[src/rtl/lane_seq_pkg.sv]
package lane_seq_pkg;

    typedef enum logic [1:0] {
        LINE_STOP   = 2'd0,
        LINE_REQ    = 2'd1,
        LINE_BRIDGE = 2'd2,
        LINE_HS     = 2'd3
    } line_code_e;

    typedef enum logic [2:0] {
        ST_IDLE,
        ST_REQ,
        ST_PREP,
        ST_ZERO,
        ST_SYNC,
        ST_DATA,
        ST_TRAIL,
        ST_EXIT
    } seq_state_e;

    function automatic int ceil_div(input int num, input int den);
        return (num + den - 1) / den;
    endfunction

    function automatic int max_int(input int a, input int b);
        return (a > b) ? a : b;
    endfunction

endpackage

[src/rtl/lane_seq_clamp.sv]
module lane_seq_clamp #(
    parameter int W  = 8,
    parameter int LO = 1,
    parameter int HI = (1 << W) - 1
) (
    input  logic [W-1:0] raw,
    output logic [W-1:0] eff
);
    localparam logic [W-1:0] LO_V   = W'(LO);
    localparam logic [W-1:0] HI_V   = W'(HI);
    localparam bit           HAS_HI = (HI < ((1 << W) - 1));

    generate
        if (HAS_HI) begin : g_window
            always_comb begin
                if (raw < LO_V) begin
                    eff = LO_V;
                end else if (raw > HI_V) begin
                    eff = HI_V;
                end else begin
                    eff = raw;
                end
            end
        end else begin : g_floor
            always_comb begin
                eff = (raw < LO_V) ? LO_V : raw;
            end
        end
    endgenerate
endmodule

[src/rtl/lane_seq_shift.sv]
module lane_seq_shift #(
    parameter int BYTE_W    = 8,
    parameter bit LSB_FIRST = 1'b1
) (
    input  logic              clk,
    input  logic              rst_n,
    input  logic              load,
    input  logic [BYTE_W-1:0] load_val,
    input  logic              shift_en,
    output logic              cur_bit,
    output logic              last_bit
);
    typedef struct packed {
        logic [BYTE_W-1:0] sh;
        logic              last;
    } shift_t;

    shift_t cur_q, nxt_d;
    logic   head;
    logic [BYTE_W-1:0] moved;

    generate
        if (LSB_FIRST) begin : g_lsb
            assign head  = cur_q.sh[0];
            assign moved = cur_q.sh >> 1;
        end else begin : g_msb
            assign head  = cur_q.sh[BYTE_W-1];
            assign moved = cur_q.sh << 1;
        end
    endgenerate

    always_comb begin
        nxt_d = cur_q;
        if (shift_en) begin
            nxt_d.sh   = moved;
            nxt_d.last = head;
        end
        if (load) begin
            nxt_d.sh = load_val;
        end
    end

    always_ff @(posedge clk or negedge rst_n) begin
        if (!rst_n) begin
            cur_q <= '0;
        end else begin
            cur_q <= nxt_d;
        end
    end

    assign cur_bit  = head;
    assign last_bit = cur_q.last;
endmodule

[src/rtl/lane_burst_seq.sv]
module lane_burst_seq
    import lane_seq_pkg::*;
#(
    parameter int                CNT_W     = 8,
    parameter int                BYTE_W    = 8,
    parameter int                UI_PS     = 8000,
    parameter logic [BYTE_W-1:0] SYNC_WORD = BYTE_W'(8'hB8),
    parameter bit                LSB_FIRST = 1'b1
) (
    input  logic              clk,
    input  logic              rst_n,
    input  logic              clk_lane_rdy,
    input  logic              start_req,
    input  logic [CNT_W-1:0]  cfg_lpx,
    input  logic [CNT_W-1:0]  cfg_prep,
    input  logic [CNT_W-1:0]  cfg_zero,
    input  logic [CNT_W-1:0]  cfg_trail,
    input  logic [CNT_W-1:0]  cfg_exit,
    input  logic [BYTE_W-1:0] s_data,
    input  logic              s_valid,
    input  logic              s_last,
    output logic              s_ready,
    output logic [1:0]        line_st,
    output logic              hs_bit
);
    localparam int PREP_LO  = ceil_div(40000, UI_PS) + 4;
    localparam int PREP_HI  = (85000 / UI_PS) + 6;
    localparam int TRAIL_LO = max_int(8, ceil_div(60000, UI_PS) + 4);
    localparam int TRAIL_HI = (105000 / UI_PS) + 12;
    localparam int EXIT_LO  = ceil_div(100000, UI_PS);
    localparam logic [CNT_W-1:0] ONE     = CNT_W'(1);
    localparam logic [CNT_W-1:0] BYTE_CT = CNT_W'(BYTE_W - 1);

    typedef struct packed {
        seq_state_e       state;
        logic [CNT_W-1:0] cnt;
        logic             last;
    } seq_t;

    seq_t seq_q, seq_d;

    logic [CNT_W-1:0]  lpx_eff, prep_eff, zero_eff, trail_eff, exit_eff;
    logic              ld, shift_en, cur_bit, last_bit, tick;
    logic [BYTE_W-1:0] ld_val;

    lane_seq_clamp #(.W(CNT_W), .LO(1)) u_lpx (.raw(cfg_lpx), .eff(lpx_eff));
    lane_seq_clamp #(.W(CNT_W), .LO(PREP_LO), .HI(PREP_HI)) u_prep (.raw(cfg_prep), .eff(prep_eff));
    lane_seq_clamp #(.W(CNT_W), .LO(1)) u_zero (.raw(cfg_zero), .eff(zero_eff));
    lane_seq_clamp #(.W(CNT_W), .LO(TRAIL_LO), .HI(TRAIL_HI)) u_trail (.raw(cfg_trail), .eff(trail_eff));
    lane_seq_clamp #(.W(CNT_W), .LO(EXIT_LO)) u_exit (.raw(cfg_exit), .eff(exit_eff));

    lane_seq_shift #(.BYTE_W(BYTE_W), .LSB_FIRST(LSB_FIRST)) u_shift (
        .clk      (clk),
        .rst_n    (rst_n),
        .load     (ld),
        .load_val (ld_val),
        .shift_en (shift_en),
        .cur_bit  (cur_bit),
        .last_bit (last_bit)
    );

    assign tick = (seq_q.cnt == '0);

    always_comb begin
        seq_d    = seq_q;
        ld       = 1'b0;
        ld_val   = s_data;
        shift_en = 1'b0;
        s_ready  = 1'b0;
        if (!tick) begin
            seq_d.cnt = seq_q.cnt - ONE;
        end
        unique case (seq_q.state)
            ST_IDLE: begin
                seq_d.cnt = '0;
                if (start_req && clk_lane_rdy) begin
                    seq_d.state = ST_REQ;
                    seq_d.cnt   = lpx_eff - ONE;
                end
            end
            ST_REQ: begin
                if (tick) begin
                    seq_d.state = ST_PREP;
                    seq_d.cnt   = prep_eff - ONE;
                end
            end
            ST_PREP: begin
                if (tick) begin
                    seq_d.state = ST_ZERO;
                    seq_d.cnt   = zero_eff - ONE;
                end
            end
            ST_ZERO: begin
                if (tick) begin
                    seq_d.state = ST_SYNC;
                    seq_d.cnt   = BYTE_CT;
                    ld          = 1'b1;
                    ld_val      = SYNC_WORD;
                end
            end
            ST_SYNC, ST_DATA: begin
                shift_en = 1'b1;
                if (tick) begin
                    if (seq_q.state == ST_DATA && seq_q.last) begin
                        seq_d.state = ST_TRAIL;
                        seq_d.cnt   = trail_eff - ONE;
                    end else begin
                        s_ready = 1'b1;
                        if (s_valid) begin
                            seq_d.state = ST_DATA;
                            seq_d.cnt   = BYTE_CT;
                            seq_d.last  = s_last;
                            ld          = 1'b1;
                        end else begin
                            seq_d.state = ST_TRAIL;
                            seq_d.cnt   = trail_eff - ONE;
                        end
                    end
                end
            end
            ST_TRAIL: begin
                if (tick) begin
                    seq_d.state = ST_EXIT;
                    seq_d.cnt   = exit_eff - ONE;
                end
            end
            ST_EXIT: begin
                if (tick) begin
                    seq_d.state = ST_IDLE;
                    seq_d.cnt   = '0;
                end
            end
            default: seq_d = '0;
        endcase
    end

    always_ff @(posedge clk or negedge rst_n) begin
        if (!rst_n) begin
            seq_q <= '{state: ST_IDLE, cnt: '0, last: 1'b0};
        end else begin
            seq_q <= seq_d;
        end
    end

    always_comb begin
        line_st = LINE_STOP;
        hs_bit  = 1'b0;
        unique case (seq_q.state)
            ST_REQ:  line_st = LINE_REQ;
            ST_PREP: line_st = LINE_BRIDGE;
            ST_ZERO: line_st = LINE_HS;
            ST_SYNC, ST_DATA: begin
                line_st = LINE_HS;
                hs_bit  = cur_bit;
            end
            ST_TRAIL: begin
                line_st = LINE_HS;
                hs_bit  = ~last_bit;
            end
            default: line_st = LINE_STOP;
        endcase
    end

    // Checking support: cycles spent in the current state, saturating.
    logic [CNT_W:0] dwell_q;
    always_ff @(posedge clk or negedge rst_n) begin
        if (!rst_n) begin
            dwell_q <= '0;
        end else if (seq_d.state != seq_q.state) begin
            dwell_q <= (CNT_W+1)'(1);
        end else if (dwell_q != '1) begin
            dwell_q <= dwell_q + (CNT_W+1)'(1);
        end
    end

    AST_START_GATED: assert property (@(posedge clk) disable iff (!rst_n)
        (seq_q.state == ST_REQ && $past(seq_q.state) == ST_IDLE)
        |-> ($past(start_req) && $past(clk_lane_rdy)));

    AST_PREP_WINDOW: assert property (@(posedge clk) disable iff (!rst_n)
        (seq_q.state == ST_ZERO && $past(seq_q.state) == ST_PREP)
        |-> ($past(dwell_q) >= (CNT_W+1)'(PREP_LO) && $past(dwell_q) <= (CNT_W+1)'(PREP_HI)));

    AST_TRAIL_STEADY: assert property (@(posedge clk) disable iff (!rst_n)
        (seq_q.state == ST_TRAIL && $past(seq_q.state) == ST_TRAIL) |-> $stable(hs_bit));

    AST_TRAIL_WINDOW: assert property (@(posedge clk) disable iff (!rst_n)
        (seq_q.state == ST_EXIT && $past(seq_q.state) == ST_TRAIL)
        |-> ($past(dwell_q) >= (CNT_W+1)'(TRAIL_LO) && $past(dwell_q) <= (CNT_W+1)'(TRAIL_HI)));

    AST_EXIT_FLOOR: assert property (@(posedge clk) disable iff (!rst_n)
        (seq_q.state == ST_IDLE && $past(seq_q.state) == ST_EXIT)
        |-> ($past(dwell_q) >= (CNT_W+1)'(EXIT_LO)));

    AST_READY_IN_HS: assert property (@(posedge clk) disable iff (!rst_n)
        s_ready |-> (line_st == LINE_HS));

    AST_QUIET_OUTSIDE_HS: assert property (@(posedge clk) disable iff (!rst_n)
        (line_st != LINE_HS) |-> !hs_bit);
endmodule

[config.mk]
export PLATFORM = sky130hd
export DESIGN_NAME = lane_burst_seq
export DESIGN_NICKNAME = d
export VERILOG_FILES = /design/src/rtl/lane_seq_pkg.sv /design/src/rtl/lane_seq_clamp.sv /design/src/rtl/lane_seq_shift.sv /design/src/rtl/lane_burst_seq.sv
export SDC_FILE = /design/constraint.sdc
export NUM_CORES = 1
export LEC_CHECK = 0
export BUFFER_PORTS_ARGS = -buffer_cell sky130_fd_sc_hd__buf_4
export CORE_MARGIN = 2
export CORE_UTILIZATION = 50
export DETAILED_ROUTE_END_ITERATION = 7
export GPL_ROUTABILITY_DRIVEN = 0
export PLACE_DENSITY = 0.75
export SLEW_MARGIN = 40
export SYNTH_ARGS = -nofsm -noshare
export SYNTH_HDL_FRONTEND = slang
export SYNTH_HIERARCHICAL = 1
export SYNTH_SLANG_ARGS = --single-unit
[constraint.sdc]
create_clock -name clk -period 3.3 [get_ports clk]
set_input_delay 0 -clock clk [delete_from_list [all_inputs] [get_ports clk]]
set_output_delay 0 -clock clk [all_outputs]
set_load 0.01 [all_outputs]
* Word-level counts from Yosys, hierarchy flattened
Index checks and enable logic that the tools add are counted.
** Operators by class
- $add $sub $neg :: 6
- Order comparisons :: 7
- Equal/unequal tests :: 14
- Mux-type cells :: 34
- Bitwise gates (word level) :: 2
- Reductions and logical operators :: 9
** Operators with widths (number)
- $mux W8 :: 10
- $pmux W11 S7 :: 1
- $mux W11 :: 6
- $sub A8 B1 Y8 const B :: 6
- $lt A8 B4 Y1 const B :: 3
- $mux W10 :: 2
- $gt A8 B5 Y1 const B :: 2
- $lt A8 B1 Y1 const B :: 2
- $ne A2 B2 Y1 const B :: 7
- $eq A3 B3 Y1 const B :: 4
- $mux W12 :: 1
- $mux W1 :: 10
- $mux W9 :: 1
- $logic_not A8 Y1 :: 1
- $reduce_and A7 Y1 :: 1
- $eq A3 B2 Y1 const B :: 2
- $pmux W2 S3 :: 1
- $pmux W1 S2 :: 2
- $reduce_and A4 Y1 :: 1
- $reduce_or A4 Y1 :: 1
- $eq A3 B1 Y1 const B :: 1
- $logic_not A3 Y1 :: 1
- $logic_and A1 B1 Y1 :: 2
- $not A1 Y1 :: 2
- other kinds (2) :: 2
** Storage, ports and cells
- Flip-flop bits (word level) :: 21
- Bits of input ports :: 54
- Output and inout port bits :: 4
- Word-level logic and storage cells :: 77

* Longest topological paths before layout
- Depth in word-level cells :: 8
- Gate-level depth with buffers :: 10
- Mapped depth without buffers :: 10

* By module
Netlist, hierarchy kept.
** Modules (own cells, without submodules)
- lane_burst_seq :: times used 1, cells each 226, area an instance 1696.6 um^2, seq. area each 300.3 um^2
- lane_seq_shift :: times used 1, cells each 35, area an instance 407.9 um^2, seq. area each 225.2 um^2
- lane_seq_clamp at u_trail :: times used 1, cells each 16, area an instance 113.9 um^2, seq. area each 0.0 um^2
- lane_seq_clamp at u_lpx ... :: times used 2, cells each 10, area an instance 51.3 um^2, seq. area each 0.0 um^2
- lane_seq_clamp at u_prep :: times used 1, cells each 11, area an instance 81.3 um^2, seq. area each 0.0 um^2
- lane_seq_clamp at u_exit :: times used 1, cells each 11, area an instance 72.6 um^2, seq. area each 0.0 um^2

* Worst setup path before layout
Ideal clock, no wire load.
- Path kind :: register -> register
- From :: reg seq_q[1] (netlist bit)
- To :: reg u_shift/cur_q[8] (netlist bit)
- Library setup time :: 0.121 ns
- Arrival :: 2.418 ns
- Data required time :: 3.179 ns
- Slack :: 0.761 ns
- Stages on the path, launching flop included :: 10
- Buffers on the path :: 1
- Clock period less this slack :: 2.539 ns
- Path through :: dfrtp_1 inv_1 ha_1 or4b_4 nor3_1 buf_2 nand2_1 o21ai_0 nor2_1 a22o_2
** On the way
- Cells in the longest elaborated chain, start to end :: 4
- Elaborated cells between the ends (all ways) :: 8
- Those cells by class :: 6 x mux; 2 x reduce/logical
** Ends and longest elaborated chain
- start, declared :: line lane_burst_seq.sv:40 : seq_t seq_q, seq_d;
- start signal, assigned :: line lane_burst_seq.sv:139 : seq_q <= '{state: ST_IDLE, cnt: '0, last: 1'b0};
- start signal, assigned :: line lane_burst_seq.sv:141 : seq_q <= seq_d;
- $logic_not A8 Y1 (*) :: line lane_burst_seq.sv:62 : assign tick = (seq_q.cnt == '0);
- $mux W1 (on tied branches) :: line lane_burst_seq.sv:103, lane_burst_seq.sv:94
- $pmux W1 S2 (*) :: line lane_burst_seq.sv:73 : unique case (seq_q.state)
- via ld :: line lane_burst_seq.sv:43 : logic ld, shift_en, cur_bit, last_bit, tick;
- $mux W8 / $reduce_bool A2 Y1 (equally long branches)
- end signal, assigned :: line lane_seq_shift.sv:47 : cur_q <= nxt_d;
- end, declared :: line lane_seq_shift.sv:18 : shift_t cur_q, nxt_d;
The timed path passes the listed nets; every way through them passes the cells marked *.
A chain may end at the register's enable or synchronous reset.

* Final worst setup path
Ends and elaborated chain as after synthesis.

==> flow_summary_export.csv <==
group,metric,value,unit
run_status,status,"finished, final reports clean",
cts,post_cts_buffers,0,
worst_setup_path,cp.required,3.46,ns
power,p_switching,0.717,mW
global_routing,grt_antenna_before_repair,0,
routing,vias,2383,
power,power_leakage,1.22,nW
worst_setup_path,cp-end-kind,"flip-flop",
timing,slew-limit-headroom,56.1,%
final_layout,n_fill_cell,461,
cts,clockBufferDepth,2,
place,numPortBuffers,57,
global_routing,grt-ovfl-total,0,
final_layout,nets,416,
synthesis,yosysTopAreaCellShare,21.2,%
worst_hold_path,hp-class,"primary input to flip-flop",
die,io_pins,58,
synthesis,ys_warn_count,6,
synthesis,async_reset_ff_share,100,%
timing,fin_skew,0.00312,ns
synthesis,synthCells,319,
timing,setup_viol,0,
worst_setup_path,start_kind,"flip-flop",
timing,fin_tns_setup,0,ns
power,p_seq_share,33.7,%
synthesis,syn_avg_cell_area,7.76,µm²
synthesis,seq_area_frac_synth,21.2,%
timing,max_freq,363,MHz
final_layout,layout-drive-gt1-share,24.2,%
die,start_util,52.1,%
power,power_density,550,nW/µm²
timing,hold_viol,0,
cts,clockRootBuffer,"clkbuf_8",
worst_setup_path,critical_path_class,"flip-flop to flip-flop",
synthesis,synth_edf_count,0,
routing,wl,5.98,mm
die,die_area,5530,µm²
routing,vias_per_cell,5.65,
power,ir_drop,426,µV
cts,worst_skew_pair.late_latency,0.27,ns
synthesis,synthDistinctLibCells,67,
timing,tightest_slew,0.654,ns
place,dpl_cell_area,2850,µm²
routing,drtAntennaViolNets,0,
cts,cts_buffers,3,
routing,wl_per_cell,14.2,µm
timing,min_period,2.75,ns
routing,drc,0,
final_layout,design_area,2920,µm²
final_layout,multi_input_area,1720,µm²
worst_setup_path,worstPathArrival,2.91,ns
synthesis,ys_ff_latch,21,
cts,clkTransAtPathRegs,0.09,ns
worst_setup_path,cp_max_fo,16,
global_routing,grt_max_degree,22,
cts,cts_tree,"done",
worst_setup_path,r2r_slack,0.55,ns
synthesis,netlist_area,2470,µm²
final_layout,area_delta_synth_final,17.8,%
die,core.rowCount,25,
routing,routed-wl-met2,2.84,mm
timing,maxSlewViolCount,0,
die,die_y,74.4,µm
synthesis,synth_ff_type,"dfrtp_1",
power,share_comb_of_total_power,55.0,%
power,p_clk_share,11.3,%
routing,dr.pass1.iters,5,
die,coreArea,4750,µm²
synthesis,synth.area.top_cells,"dfrtp_1, xnor2_1, mux2i_1, clkbuf_1, nand2_1",
place,post-dp-hpwl,4.67,mm
timing,finalCritPeriodShare,83.4,%
final_layout,final_common_cell,"buf_4",
power,switching_share,44.8,%
routing,drt_iter0_markers,195,
power,p_int,0.885,mW
die,die-width,74.4,µm
synthesis,synth_largest_area_cell,"dfrtp_1",
timing,rsz0062_at_grt,"no",
routing,routed.top_layer,"met4",
flow_run,drv_cap,0,
routing,routed-wl-met3,334,µm
cts,numClockSinks,21,
cts,htree_levels,1,
timing,whs,0.0327,ns
global_routing,grt_usage,22.8,%
final_layout,regArea,526,µm²
global_routing,grt_pass1_vias,2223,
final_layout,n_antenna_cell,0,
routing,drt-met1-wl,2.74,mm
final_layout,mostFrequentLayoutCells,"buf_4, nand2_1, dfrtp_1",
global_routing,grt_pass1_wl,9.95,mm
repair_timing:
| action | CTS | global route |
|---|---|---|
| setup endpoints to repair | 0 | 0 |
| gates resized for setup | 0 | 0 |
| hold buffers | 2 | 0 |
| hold endpoints to repair | 22 | 0 |
power groups by stage:
stage          Combinational [mW]  Clock (mW)  Sequential, mW
3_3_place_gp                0.845           0           0.537
3_5_place_dp                0.862           0           0.540
4_1_cts                     0.874       0.182           0.536
6_report                    0.882       0.180           0.540
2_1_floorplan               0.717           0           0.448
5_1_grt                     0.968       0.194           0.569
critical path, cell delays in order (launching register included):
cell	delay [ns]
dfrtp_1	0.41
inv_1	0.07
ha_1	0.19
or4b_4	0.49
nor3_1	0.43
nand3_1	0.37
o21ai_0	0.18
buf_4	0.22
nor2_1	0.06
a22o_2	0.22
state kept, by name (all words and copies together), names as in the netlist:
signal,cells
seq_q,12
u_shift/cur_bit,1
u_shift/cur_q,7
u_shift/last_bit,1
worst paths after layout:
check	from	endpoint	cells after the start
setup / recovery	seq_q[1]	u_shift/cur_q[8]	9
hold / removal	s_data[5]	u_shift/cur_q[6]	4
setup reg to reg	seq_q[1]	u_shift/cur_q[8]	9
hold reg to reg	u_shift/last_bit	u_shift/last_bit	1
max in group asynchronous	rst_n	seq_q[11]	2
min in group asynchronous	rst_n	seq_q[5]	2
Yosys cell counts, drive strengths merged (4+ instances only):
library cell / n
nand3: 11
nand2b: 9
nor3: 11
nor2: 17
or2: 4
o21ai: 20
ha: 6
xnor2: 13
buf: 12
or3: 8
mux2i: 9
nor4: 8
o31ai: 7
or4: 6
dfrtp: 21
xor2: 8
and3: 5
o211ai: 5
nand2: 21
and2: 5
inv: 19
clkbuf: 21
a21oi: 15
routing by layer:
layer / vias up / global-route usage (%)
met1: 1104 / 30.8
met2: 61 / 39.3
met5: - / 0
li1: 1210 / -
met3: 8 / 3.52
met4: 0 / 3.77
cell type report:
cell class | instances | share of cell area (%)
clock buffer | 3 | 1.42
tap | 67 | 2.88
inverter | 19 | 2.45
clock inverter | 1 | 0.258
sequential | 21 | 18.0
timing repair buffer | 61 | 15.9
multi-input combinational | 250 | 59.1
per-stage QoR:
stage / instances / setup slack [ns] / power [mW] / utilization, %
after floorplan: 323 / 0.761 / 1.17 / -
after global placement: 416 / 0.675 / 1.38 / 59.9
after detailed placement: 416 / 0.590 / 1.40 / 59.9
after CTS: 422 / 0.585 / 1.59 / 61.3
after global routing: 422 / 0.376 / 1.73 / 61.3
final: 422 / 0.548 / 1.60 / 61.3
kinds of logic (layout without fill, tap and decap cells):
group,Yosys count,count (layout),share of synthesized area (%)
other,2,6,0.303
buffers and inverters,52,84,9.76
adders and majority gates,6,6,3.03
AOI/OAI and AO/OA,86,86,23.8
DFF,21,21,21.2
muxes,11,11,4.70
xor gates and xnor gates,21,21,7.43
and+or+nand+nor,120,120,29.8
Note: power is estimated with default switching activity, not from simulation.
